### config.mk
export PLATFORM = sky130hd
export DESIGN_NAME = gpio_bank_ctrl
export DESIGN_NICKNAME = d
export VERILOG_FILES = /design/src/rtl/gpio_bank_pkg.sv /design/src/rtl/gpio_sync.sv /design/src/rtl/gpio_edge.sv /design/src/rtl/gpio_regs.sv /design/src/rtl/gpio_bank_ctrl.sv
export SDC_FILE = /design/constraint.sdc
export NUM_CORES = 1
export LEC_CHECK = 0
export ABC_CLOCK_PERIOD_IN_PS = 4800
export BUFFER_PORTS_ARGS = -buffer_cell sky130_fd_sc_hd__buf_2
export CELL_PAD_IN_SITES_DETAIL_PLACEMENT = 1
export CELL_PAD_IN_SITES_GLOBAL_PLACEMENT = 2
export CORE_AREA = 10 10 281 283
export CTS_CLUSTER_SIZE = 8
export DETAILED_ROUTE_END_ITERATION = 8
export DIE_AREA = 0 0 291 293
export GPL_TIMING_DRIVEN = 1
export PLACE_DENSITY_LB_ADDON = 0.08
export SYNTH_ARGS = -nofsm -noshare
export SYNTH_HDL_FRONTEND = slang
export SYNTH_SLANG_ARGS = --single-unit
### constraint.sdc
create_clock -name clk_i -period 4.8 [get_ports clk_i]
set_clock_uncertainty 0.2 [all_clocks]
set_input_delay 1.44 -clock clk_i [delete_from_list [all_inputs] [get_ports clk_i]]
set_output_delay 1.44 -clock clk_i [all_outputs]
set_load 0.02 [all_outputs]
### src/rtl/gpio_bank_pkg.sv
package gpio_bank_pkg;
  localparam int WORD_BITS   = 32;
  localparam int AF_BITS     = 2;
  localparam int AF_PER_WORD = WORD_BITS / AF_BITS;

  // bank order is software-visible
  typedef enum logic [3:0] {
    RK_LEVEL = 4'd0,
    RK_DIR   = 4'd1,
    RK_SET   = 4'd2,
    RK_CLR   = 4'd3,
    RK_RISE  = 4'd4,
    RK_FALL  = 4'd5,
    RK_STAT  = 4'd6,
    RK_ALT   = 4'd7
  } reg_kind_e;

  function automatic int bank_base(reg_kind_e k, int words);
    return int'(k) * words;
  endfunction

  function automatic int addr_width(int pins);
    return $clog2((pins / WORD_BITS) * 9 * 4);
  endfunction
endpackage

### src/rtl/gpio_sync.sv
module gpio_sync #(
  parameter int WIDTH = 64
) (
  input  logic             clk_i,
  input  logic             rst_ni,
  input  logic [WIDTH-1:0] d_i,
  output logic [WIDTH-1:0] q_o
);
  logic [WIDTH-1:0] s1_q, s2_q;

  always_ff @(posedge clk_i or negedge rst_ni) begin
    if (!rst_ni) begin
      s1_q <= '0;
      s2_q <= '0;
    end else begin
      s1_q <= d_i;
      s2_q <= s1_q;
    end
  end

  assign q_o = s2_q;
endmodule

### src/rtl/gpio_edge.sv
module gpio_edge #(
  parameter int NUM_PINS = 64
) (
  input  logic                clk_i,
  input  logic                rst_ni,
  input  logic [NUM_PINS-1:0] lvl_i,
  input  logic [NUM_PINS-1:0] rise_en_i,
  input  logic [NUM_PINS-1:0] fall_en_i,
  input  logic [NUM_PINS-1:0] clr_i,
  output logic [NUM_PINS-1:0] sts_o
);
  for (genvar p = 0; p < NUM_PINS; p++) begin : g_pin
    logic prev_q, sts_q, hit;

    assign hit = (rise_en_i[p] &  lvl_i[p] & ~prev_q) |
                 (fall_en_i[p] & ~lvl_i[p] &  prev_q);

    always_ff @(posedge clk_i or negedge rst_ni) begin
      if (!rst_ni) begin
        prev_q <= 1'b0;
        sts_q  <= 1'b0;
      end else begin
        prev_q <= lvl_i[p];
        sts_q  <= (sts_q & ~clr_i[p]) | hit;  // new edge beats clear
      end
    end

    assign sts_o[p] = sts_q;
  end
endmodule

### src/rtl/gpio_regs.sv
module gpio_regs
  import gpio_bank_pkg::*;
#(
  parameter int NUM_PINS = 64,
  parameter int ADDR_W   = 7
) (
  input  logic                  clk_i,
  input  logic                  rst_ni,
  input  logic [ADDR_W-1:0]     addr_i,
  input  logic                  we_i,
  input  logic [31:0]           wdata_i,
  output logic [31:0]           rdata_o,
  input  logic [NUM_PINS-1:0]   lvl_i,
  input  logic [NUM_PINS-1:0]   sts_i,
  output logic [NUM_PINS-1:0]   dir_o,
  output logic [NUM_PINS-1:0]   out_o,
  output logic [NUM_PINS-1:0]   rise_en_o,
  output logic [NUM_PINS-1:0]   fall_en_o,
  output logic [NUM_PINS-1:0]   clr_o,
  output logic [2*NUM_PINS-1:0] af_o
);
  localparam int NW    = NUM_PINS / WORD_BITS;
  localparam int AFW   = NUM_PINS / AF_PER_WORD;
  localparam int IDX_W = ADDR_W - 2;

  logic [IDX_W-1:0] idx;
  logic             wr_ok, aligned;

  assign idx     = addr_i[ADDR_W-1:2];
  assign aligned = (addr_i[1:0] == 2'b00);
  assign wr_ok   = we_i & aligned;

  for (genvar r = 0; r < NW; r++) begin : g_word
    localparam int A_DIR  = bank_base(RK_DIR,  NW) + r;
    localparam int A_SET  = bank_base(RK_SET,  NW) + r;
    localparam int A_CLR  = bank_base(RK_CLR,  NW) + r;
    localparam int A_RISE = bank_base(RK_RISE, NW) + r;
    localparam int A_FALL = bank_base(RK_FALL, NW) + r;
    localparam int A_STAT = bank_base(RK_STAT, NW) + r;

    logic        hit_dir, hit_set, hit_clr, hit_rise, hit_fall, hit_stat;
    logic [31:0] dir_q, out_q, rise_q, fall_q;

    assign hit_dir  = wr_ok && (idx == IDX_W'(A_DIR));
    assign hit_set  = wr_ok && (idx == IDX_W'(A_SET));
    assign hit_clr  = wr_ok && (idx == IDX_W'(A_CLR));
    assign hit_rise = wr_ok && (idx == IDX_W'(A_RISE));
    assign hit_fall = wr_ok && (idx == IDX_W'(A_FALL));
    assign hit_stat = wr_ok && (idx == IDX_W'(A_STAT));

    always_ff @(posedge clk_i or negedge rst_ni) begin
      if (!rst_ni) begin
        dir_q  <= '0;
        out_q  <= '0;
        rise_q <= '0;
        fall_q <= '0;
      end else begin
        if (hit_dir)  dir_q  <= wdata_i;
        if (hit_set)  out_q  <= out_q | wdata_i;
        if (hit_clr)  out_q  <= out_q & ~wdata_i;
        if (hit_rise) rise_q <= wdata_i;
        if (hit_fall) fall_q <= wdata_i;
      end
    end

    assign dir_o    [r*WORD_BITS +: WORD_BITS] = dir_q;
    assign out_o    [r*WORD_BITS +: WORD_BITS] = out_q;
    assign rise_en_o[r*WORD_BITS +: WORD_BITS] = rise_q;
    assign fall_en_o[r*WORD_BITS +: WORD_BITS] = fall_q;
    assign clr_o    [r*WORD_BITS +: WORD_BITS] = hit_stat ? wdata_i : '0;
  end

  for (genvar k = 0; k < AFW; k++) begin : g_af
    localparam int A_ALT = bank_base(RK_ALT, NW) + k;
    logic        hit_alt;
    logic [31:0] af_q;

    assign hit_alt = wr_ok && (idx == IDX_W'(A_ALT));

    always_ff @(posedge clk_i or negedge rst_ni) begin
      if (!rst_ni)      af_q <= '0;
      else if (hit_alt) af_q <= wdata_i;
    end

    assign af_o[k*WORD_BITS +: WORD_BITS] = af_q;
  end

  // set/clear banks read as zero
  always_comb begin
    rdata_o = '0;
    if (aligned) begin
      for (int r = 0; r < NW; r++) begin
        if (idx == IDX_W'(bank_base(RK_LEVEL, NW) + r)) rdata_o = lvl_i    [r*WORD_BITS +: WORD_BITS];
        if (idx == IDX_W'(bank_base(RK_DIR,   NW) + r)) rdata_o = dir_o    [r*WORD_BITS +: WORD_BITS];
        if (idx == IDX_W'(bank_base(RK_RISE,  NW) + r)) rdata_o = rise_en_o[r*WORD_BITS +: WORD_BITS];
        if (idx == IDX_W'(bank_base(RK_FALL,  NW) + r)) rdata_o = fall_en_o[r*WORD_BITS +: WORD_BITS];
        if (idx == IDX_W'(bank_base(RK_STAT,  NW) + r)) rdata_o = sts_i    [r*WORD_BITS +: WORD_BITS];
      end
      for (int k = 0; k < AFW; k++) begin
        if (idx == IDX_W'(bank_base(RK_ALT, NW) + k)) rdata_o = af_o[k*WORD_BITS +: WORD_BITS];
      end
    end
  end
endmodule

### src/rtl/gpio_bank_ctrl.sv
module gpio_bank_ctrl
  import gpio_bank_pkg::*;
#(
  parameter  int NUM_PINS = 64,
  localparam int ADDR_W   = addr_width(NUM_PINS)
) (
  input  logic                  clk_i,
  input  logic                  rst_ni,
  input  logic [ADDR_W-1:0]     addr_i,
  input  logic                  we_i,
  input  logic [31:0]           wdata_i,
  output logic [31:0]           rdata_o,
  input  logic [NUM_PINS-1:0]   pin_i,
  output logic [NUM_PINS-1:0]   pin_o,
  output logic [NUM_PINS-1:0]   pin_oe_o,
  output logic [2*NUM_PINS-1:0] altfn_o,
  output logic                  irq_o
);
  logic [NUM_PINS-1:0] lvl_w, sts_w, ren_w, fen_w, clr_w;
  logic                irq_q;

  gpio_sync #(.WIDTH(NUM_PINS)) u_sync (
    .clk_i (clk_i),
    .rst_ni(rst_ni),
    .d_i   (pin_i),
    .q_o   (lvl_w)
  );

  gpio_regs #(.NUM_PINS(NUM_PINS), .ADDR_W(ADDR_W)) u_regs (
    .clk_i    (clk_i),
    .rst_ni   (rst_ni),
    .addr_i   (addr_i),
    .we_i     (we_i),
    .wdata_i  (wdata_i),
    .rdata_o  (rdata_o),
    .lvl_i    (lvl_w),
    .sts_i    (sts_w),
    .dir_o    (pin_oe_o),
    .out_o    (pin_o),
    .rise_en_o(ren_w),
    .fall_en_o(fen_w),
    .clr_o    (clr_w),
    .af_o     (altfn_o)
  );

  gpio_edge #(.NUM_PINS(NUM_PINS)) u_edge (
    .clk_i    (clk_i),
    .rst_ni   (rst_ni),
    .lvl_i    (lvl_w),
    .rise_en_i(ren_w),
    .fall_en_i(fen_w),
    .clr_i    (clr_w),
    .sts_o    (sts_w)
  );

  always_ff @(posedge clk_i or negedge rst_ni) begin
    if (!rst_ni) irq_q <= 1'b0;
    else         irq_q <= |sts_w;
  end

  assign irq_o = irq_q;
endmodule

==> results.py, run 1 <==
metrics = {
    "run_status": {
        "outcome": "finished with violations",
        "violations": "negative setup slack",
    },
    "timing": {
        "holdWs_ns": 0.140,
        "finalHoldViolCount": 0,
        "fin_crit_sh_pct": 105,
        "fmax_ghz": 0.198,
        "min_period_ns": 5.04,
        "maxSlewViolCount": 0,
        "fin_tns_setup_ns": -5.03,
        "relSlewSlack_pct": 31.6,
        "worst_slew_pin_slew_ns": 1.03,
        "fin_ws_ns": -0.242,
        "rsz0062_at_grt": "true",
        "final-setup-viol-count": 31,
    },
    "critical_path": {
        "cp.required_ns": 3.16,
        "cp_max_fo": 6,
        "crit_path_start_kind": "input pin",
        "r2r_setup_slack_ns": 2.50,
        "cp_data_arrival_time_ns": 3.40,
        "critPathCaptureType": "output port",
        "crit_type": "in -> out",
    },
    "yosys": {
        "ys_types": 70,
        "yosys_warnings": 0,
        "ys_seq_area_share_pct": 58.0,
        "syn_nets": 2414,
        "synth_edf_count": 0,
        "synth-seq-cells": 641,
        "async_flop_share_pct": 100,
        "synth_ff_type": "dfrtp_1",
        "synth_area_um2": 27700,
        "synth_cells": 2308,
        "syn_area_per_cell_um2": 12.0,
    },
    "detailed_routing": {
        "drt-met1-wl_um": 52300,
        "first_pass_iters": 5,
        "wl_met2_um": 56700,
        "drt_wl_total_um": 120000,
        "via_count": 22432,
        "wl_met3_um": 7210,
        "via_per_inst": 5.84,
        "first_iter_violations": 1493,
        "ant_nets": 0,
        "wire_per_inst_um": 31.1,
        "top_layer": "met5",
        "drc_errors": 0,
    },
    "pwr": {
        "power_density_nw_per_um2": 381,
        "ir_drop_uv": 259,
        "power.leakage_nw": 16.9,
        "power.internal_mw": 9.87,
        "clock_power_share_pct": 41.5,
        "switchingPower_mw": 3.77,
        "p_comb_share_pct": 12.8,
        "seqPwrFrac_pct": 45.7,
        "p_sw_share_pct": 27.7,
    },
    "floorplan": {
        "die_h_um": 293,
        "die-area_um2": 85300,
        "core_area_um2": 73600,
        "floorplan.initialDensity_pct": 37.6,
        "ios": 395,
        "die_w_um": 291,
        "rows": 100,
    },
    "cells_and_area": {
        "final_cells": 3841,
        "nets": 2970,
        "layout_commonest_cell": "dfrtp_1",
        "synthToLayoutAreaGrowth_pct": 29.6,
        "fin_util_pct": 48.7,
        "seq_area_um2": 16000,
        "drive_gt1_share_pct": 39.3,
        "num-fill-cells": 7684,
        "multi_input_area_um2": 11300,
        "final_cell_mix": "dfrtp_1, buf_2, mux2_2, nand2_1, buf_4",
    },
    "grt": {
        "grt_pass1_wl_um": 174000,
        "grt_max_degree": 88,
        "grt_pass1_vias": 24178,
        "overflow": 0,
        "antenna_found_initial": 6,
        "grtUsageTotal_pct": 27.4,
    },
    "cts": {
        "cts_buffers": 90,
        "clock_latency_ns": 0.64,
        "clk_root_buffer_cell": "clkbuf_16",
        "clk_pin_slew_ns": 0.05,
        "htree_levels": 3,
        "cts_tree": "built",
        "cts.sinks": 641,
        "cts_buffer_depth": 3,
    },
    "placed_design": {
        "dp_hpwl_um": 83300,
        "place.gp.congestion": 0.883,
        "placement.setup.worst_slack_ns": -0.447,
        "io_buffers": 394,
        "dp.cells": 3699,
    },
    "run": {
        "maxCapViolCount": 0,
    },
    "hold_path": {
        "hold_class": "reg -> reg",
    },
}
==> cells by family after synthesis <==
kind of cell | Yosys count | synth area share, %
and+or+nand+nor | 494 | 8.95
buffers and inverters | 183 | 3.09
muxes | 331 | 13.8
AOI/OAI and AO/OA | 659 | 16.1
DFF | 641 | 58.0
==> Yosys cell counts, types with 17 or more instances <==
library cell | n | area (um^2)
dfrtp_1 | 641 | 16000
mux2_2 | 238 | 2680
nand2_1 | 238 | 893
a21oi_1 | 135 | 676
o21ai_0 | 123 | 616
clkbuf_1 | 96 | 360
o211ai_1 | 86 | 646
nor2_1 | 85 | 319
a31oi_1 | 66 | 413
nand3b_1 | 65 | 488
buf_2 | 60 | 300
mux2_1 | 52 | 586
o2bb2ai_1 | 44 | 385
nand3_1 | 31 | 155
a221o_1 | 30 | 300
mux2_4 | 30 | 450
a22o_1 | 29 | 254
a211oi_1 | 25 | 188
o21a_1 | 25 | 188
o31a_1 | 21 | 184
o21ai_1 | 20 | 100
o221a_2 | 18 | 203
nor4_1 | 17 | 106
==> per-layer routing <==
metal	vias to the layer above	track usage, %
li1	9619	-
met5	-	0
met4	4	8.39
met3	195	5.70
met1	11890	36.3
met2	724	44.8
==> what timing repair did <==
| action | 4_1_cts | 5_1_grt |
|---|---|---|
| setup endpoints to repair | 32 | 32 |
| pin swaps | 73 | 31 |
| hold buffers | 0 | 0 |
| setup buffers | 28 | 6 |
| cloned | 8 | 0 |
| resized for setup | 160 | 52 |
==> layout make-up <==
class	instances	area share, %
multi-input combinational	1484	31.5
inverter	5	0.0628
clock buffer	93	6.44
timing repair buffer	642	13.6
sequential	641	44.8
clock inverter	6	0.216
tap	969	3.38
antenna	1	0.00698
==> state kept, by name, indices dropped and copies added, names as in the netlist, named ones only <==
name	flops
u_regs.g_af.af_q	128
u_edge.g_pin.prev_q	64
u_edge.g_pin.sts_q	64
u_regs.g_word.dir_q	64
u_regs.g_word.fall_q	64
u_regs.g_word.rise_q	64
u_sync.q_o	64
u_sync.s1_q	64
irq_o	1
==> power groups by stage <==
stage | registers (mW) | logic, mW | clock network (mW)
2_1_floorplan | 6.41 | 0.611 | 0
3_3_place_gp | 6.29 | 1.63 | 0
3_5_place_dp | 6.31 | 1.66 | 0
4_1_cts | 6.23 | 1.75 | 5.81
5_1_grt | 6.28 | 1.88 | 6.06
6_report | 6.23 | 1.75 | 5.67
==> critical path, cell delays in order <==
cell and delay (ns):
buf_8 0.10, buf_8 0.13, or4_4 0.56, nor2_4 0.16, buf_12 0.17, buf_12 0.15
a221o_1 0.16, a211oi_1 0.07, a21oi_1 0.14, buf_4 0.18, buf_6 0.12
==> metrics by stage <==
| step | power (mW) | instance area [um^2] |
|---|---|---|
| floorplan | 7.02 | 27700 |
| global placement | 7.92 | 32200 |
| detailed placement | 7.97 | 32200 |
| CTS | 13.8 | 35600 |
| global route | 14.2 | 35800 |
| finish | 13.6 | 35800 |
==> worst paths after layout <==
kind                            cells after the start                              from                           endpoint
worst max-delay path                               11                         addr_i[2]                        rdata_o[10]
worst min-delay path                                0         u_sync.s1_q[43]$_DFF_PN0_           u_sync.q_o[43]$_DFF_PN0_
max in group asynchronous                           3                            rst_ni  u_edge.g_pin[48].prev_q$_DFF_PN0_
worst min register to register                      0         u_sync.s1_q[43]$_DFF_PN0_           u_sync.q_o[43]$_DFF_PN0_
min in group asynchronous                           1                            rst_ni   u_edge.g_pin[3].prev_q$_DFF_PN0_
worst max register to register                      3  u_edge.g_pin[52].sts_q$_DFF_PN0_                    irq_o$_DFF_PN0_
Power figures use the tool's default switching activity.
==> inputs of run 2 (changes only) <==
--- a/config.mk
+++ b/config.mk
@@ -5,14 +5,15 @@
 export SDC_FILE = /design/constraint.sdc
 export NUM_CORES = 1
 export LEC_CHECK = 0
+export ABC_AREA = 1
 export ABC_CLOCK_PERIOD_IN_PS = 4800
 export BUFFER_PORTS_ARGS = -buffer_cell sky130_fd_sc_hd__buf_2
 export CELL_PAD_IN_SITES_DETAIL_PLACEMENT = 1
 export CELL_PAD_IN_SITES_GLOBAL_PLACEMENT = 2
-export CORE_AREA = 10 10 281 283
+export CORE_AREA = 10 10 285 287
 export CTS_CLUSTER_SIZE = 8
 export DETAILED_ROUTE_END_ITERATION = 8
-export DIE_AREA = 0 0 291 293
+export DIE_AREA = 0 0 295 297
 export GPL_TIMING_DRIVEN = 1
 export PLACE_DENSITY_LB_ADDON = 0.08
 export SYNTH_ARGS = -nofsm -noshare
==> run 2 against run 1 <==
Effect of this change: the run still ends with negative setup slack left; sequential share of layout area is 3.1 points higher; core utilization down 4.3 points; maximum frequency increased by 4.4%; die area up 2.8%; critical path type unchanged; critical endpoint is now rdata_o[5]; largest cell class unchanged.
==> results.py, run 2 <==
metrics = {
    "grt": {
        "grt_pass1_vias": 24411,
        "antenna_found_initial": 2,
        "grt_max_degree": 100,
        "grtUsageTotal_pct": 23.6,
        "grt_pass1_wl_um": 157000,
        "overflow": 0,
    },
    "detailed_routing": {
        "via_count": 22640,
        "drc_errors": 0,
        "drt_wl_total_um": 106000,
        "first_pass_iters": 5,
        "ant_nets": 0,
        "wire_per_inst_um": 24.6,
        "via_per_inst": 5.23,
        "first_iter_violations": 1343,
    },
    "cts": {
        "clock_latency_ns": 0.65,
        "htree_levels": 3,
        "cts.sinks": 641,
        "cts_buffer_depth": 3,
        "cts_tree": "built",
        "clk_pin_slew_ns": 0.05,
        "hold_buffers": 0,
        "clk_root_buffer_cell": "clkbuf_16",
        "cts_buffers": 90,
    },
    "critical_path": {
        "cp_num_cells": 17,
        "crit_path_start_kind": "input pin",
        "cp_data_arrival_time_ns": 3.19,
        "crit_buf_inv": 4,
        "cpLargestDelayFamily": "simple AND/OR/NAND/NOR gates",
        "slowest_delay_ns": 0.17,
        "critPathCaptureType": "output port",
        "crit_type": "in -> out",
        "path_cells": "buf_8 -> nor2_4 -> buf_6 -> nand2_2 -> nor2_4 -> buf_12 -> nand2_1 -> nand3_2 -> nand2_1 -> nand3_2 -> nand2_1 -> nand3_1 -> nand2_2 -> nand4_1 -> nor2_1 -> nor2_1 -> buf_4",
        "reg2reg_depth": 3,
        "cp_max_fo": 18,
        "cp.required_ns": 3.16,
        "critPathSlowestCell": "buf_12",
        "cpMostUsedCell": "nand2_1",
    },
    "placed_design": {
        "io_buffers": 394,
        "dp_hpwl_um": 74900,
        "place.gp.congestion": 0.851,
        "dpl_cell_area_um2": 30000,
        "placement.setup.worst_slack_ns": -0.165,
        "dp.cells": 4203,
    },
    "run": {
        "maxCapViolCount": 0,
    },
    "cells_and_area": {
        "largest_reg_flops": 128,
        "synthToLayoutAreaGrowth_pct": 27.6,
        "final_cell_mix": "nand2_1, dfrtp_1, o21ai_0, buf_2, inv_1",
        "layout_commonest_cell": "nand2_1",
        "final_cells": 4326,
        "drive_gt1_share_pct": 24.6,
        "design_area_um2": 33500,
        "fin_util_pct": 44.4,
        "antenna_cells": 0,
        "nets": 3446,
        "regMostFlops": "u_regs.g_af.af_q",
    },
    "pwr": {
        "power.leakage_nw": 16.0,
        "ir_drop_uv": 241,
        "power_density_nw_per_um2": 399,
        "finalPower_mw": 13.4,
    },
    "run_status": {
        "outcome": "finished with violations",
        "violations": "negative setup slack",
    },
    "yosys": {
        "yosys_warnings": 0,
        "ys_seq_area_share_pct": 61.1,
        "syn_nets": 2998,
        "ys_types": 32,
        "synth_edf_count": 0,
        "ys_top_cells_by_area": "dfrtp_1, nand2_1, o21ai_0, nand3_1, o221ai_1",
        "syn_area_per_cell_um2": 9.08,
        "synth_cells": 2892,
        "synth_top_cell_by_area": "dfrtp_1",
        "synth_area_um2": 26300,
        "synthTopCellsByCount": "nand2_1, dfrtp_1, o21ai_0",
        "synth-seq-cells": 641,
        "yosysTopAreaCellShare_pct": 61.1,
        "synth_ff_type": "dfrtp_1",
        "yosysMostFrequentCell": "nand2_1",
        "async_flop_share_pct": 100,
    },
    "floorplan": {
        "die-area_um2": 87600,
        "floorplan.initialDensity_pct": 34.8,
        "die_h_um": 297,
        "rows": 101,
        "ios": 395,
        "die_w_um": 295,
        "core_area_um2": 75400,
    },
    "timing": {
        "holdWs_ns": 0.137,
        "maxSlewViolCount": 0,
        "rsz0062_at_grt": "true",
        "fmax_ghz": 0.207,
        "fin_ws_ns": -0.0279,
        "fin_crit_sh_pct": 101,
        "fin_tns_setup_ns": -0.132,
        "final-setup-viol-count": 8,
        "worst_slew_pin_slew_ns": 1.12,
        "finalHoldViolCount": 0,
        "relSlewSlack_pct": 25.3,
        "min_period_ns": 4.83,
    },
    "hold_path": {
        "holdPathStages": 0,
        "hold_class": "reg -> reg",
    },
}
[run 2: power breakdown]
| group | total, mW | switching [mW] | internal (mW) |
|---|---|---|---|
| Clock | 5.73 | 2.35 | 3.38 |
| Sequential | 6.19 | 0.359 | 5.83 |
| Combinational | 1.46 | 0.984 | 0.473 |
| Total | 13.4 | 3.69 | 9.69 |
[run 2: cell families (layout without fill, tap and decap cells)]
logic type | after synthesis | in the layout | share of synthesized area [%]
simple gates | 1363 | 1363 | 21.9
buf+inv | 301 | 757 | 4.50
compound gates | 587 | 587 | 12.6
flops | 641 | 641 | 61.1
[run 2: area by class of cell]
| class | instances | area [um^2] |
|---|---|---|
| Multi-Input combinational cell | 1950 | 9520 |
| Timing Repair Buffer | 530 | 3840 |
| Tap cell | 978 | 1220 |
| Clock buffer | 94 | 2290 |
| Inverter | 127 | 497 |
| Clock inverter | 6 | 100 |
| Fill cell | 8586 | 41900 |
| Sequential cell | 641 | 16000 |
[run 2: what timing repair did]
item                       in CTS  in global routing
cloned                          4                  9
setup endpoints to repair      32                 32
resized for setup             112                 91
pin swaps                       9                 19
buffers inserted                5                  6
[run 2: path summary, 6_finish.rpt]
kind | from | to | slack [ns]
worst min register to register | u_sync.s1_q[55]$_DFF_PN0_ | u_sync.q_o[55]$_DFF_PN0_ | 0.14
max in group asynchronous | rst_ni | u_edge.g_pin[5].sts_q$_DFF_PN0_ | 2.68
worst min-delay path | u_sync.s1_q[55]$_DFF_PN0_ | u_sync.q_o[55]$_DFF_PN0_ | 0.14
worst max register to register | u_edge.g_pin[41].sts_q$_DFF_PN0_ | irq_o$_DFF_PN0_ | 2.41
min in group asynchronous | rst_ni | u_sync.s1_q[9]$_DFF_PN0_ | 0.65
worst max-delay path | addr_i[2] | rdata_o[5] | -0.03
[run 2: per-layer routing]
metal | routed length [um] | up-vias | track usage, %
met5 | 0 | - | 0
met4 | 2600 | 0 | 6.46
met3 | 3780 | 153 | 3.46
met2 | 56800 | 421 | 43.7
met1 | 43100 | 11697 | 27.8
li1 | - | 10369 | -
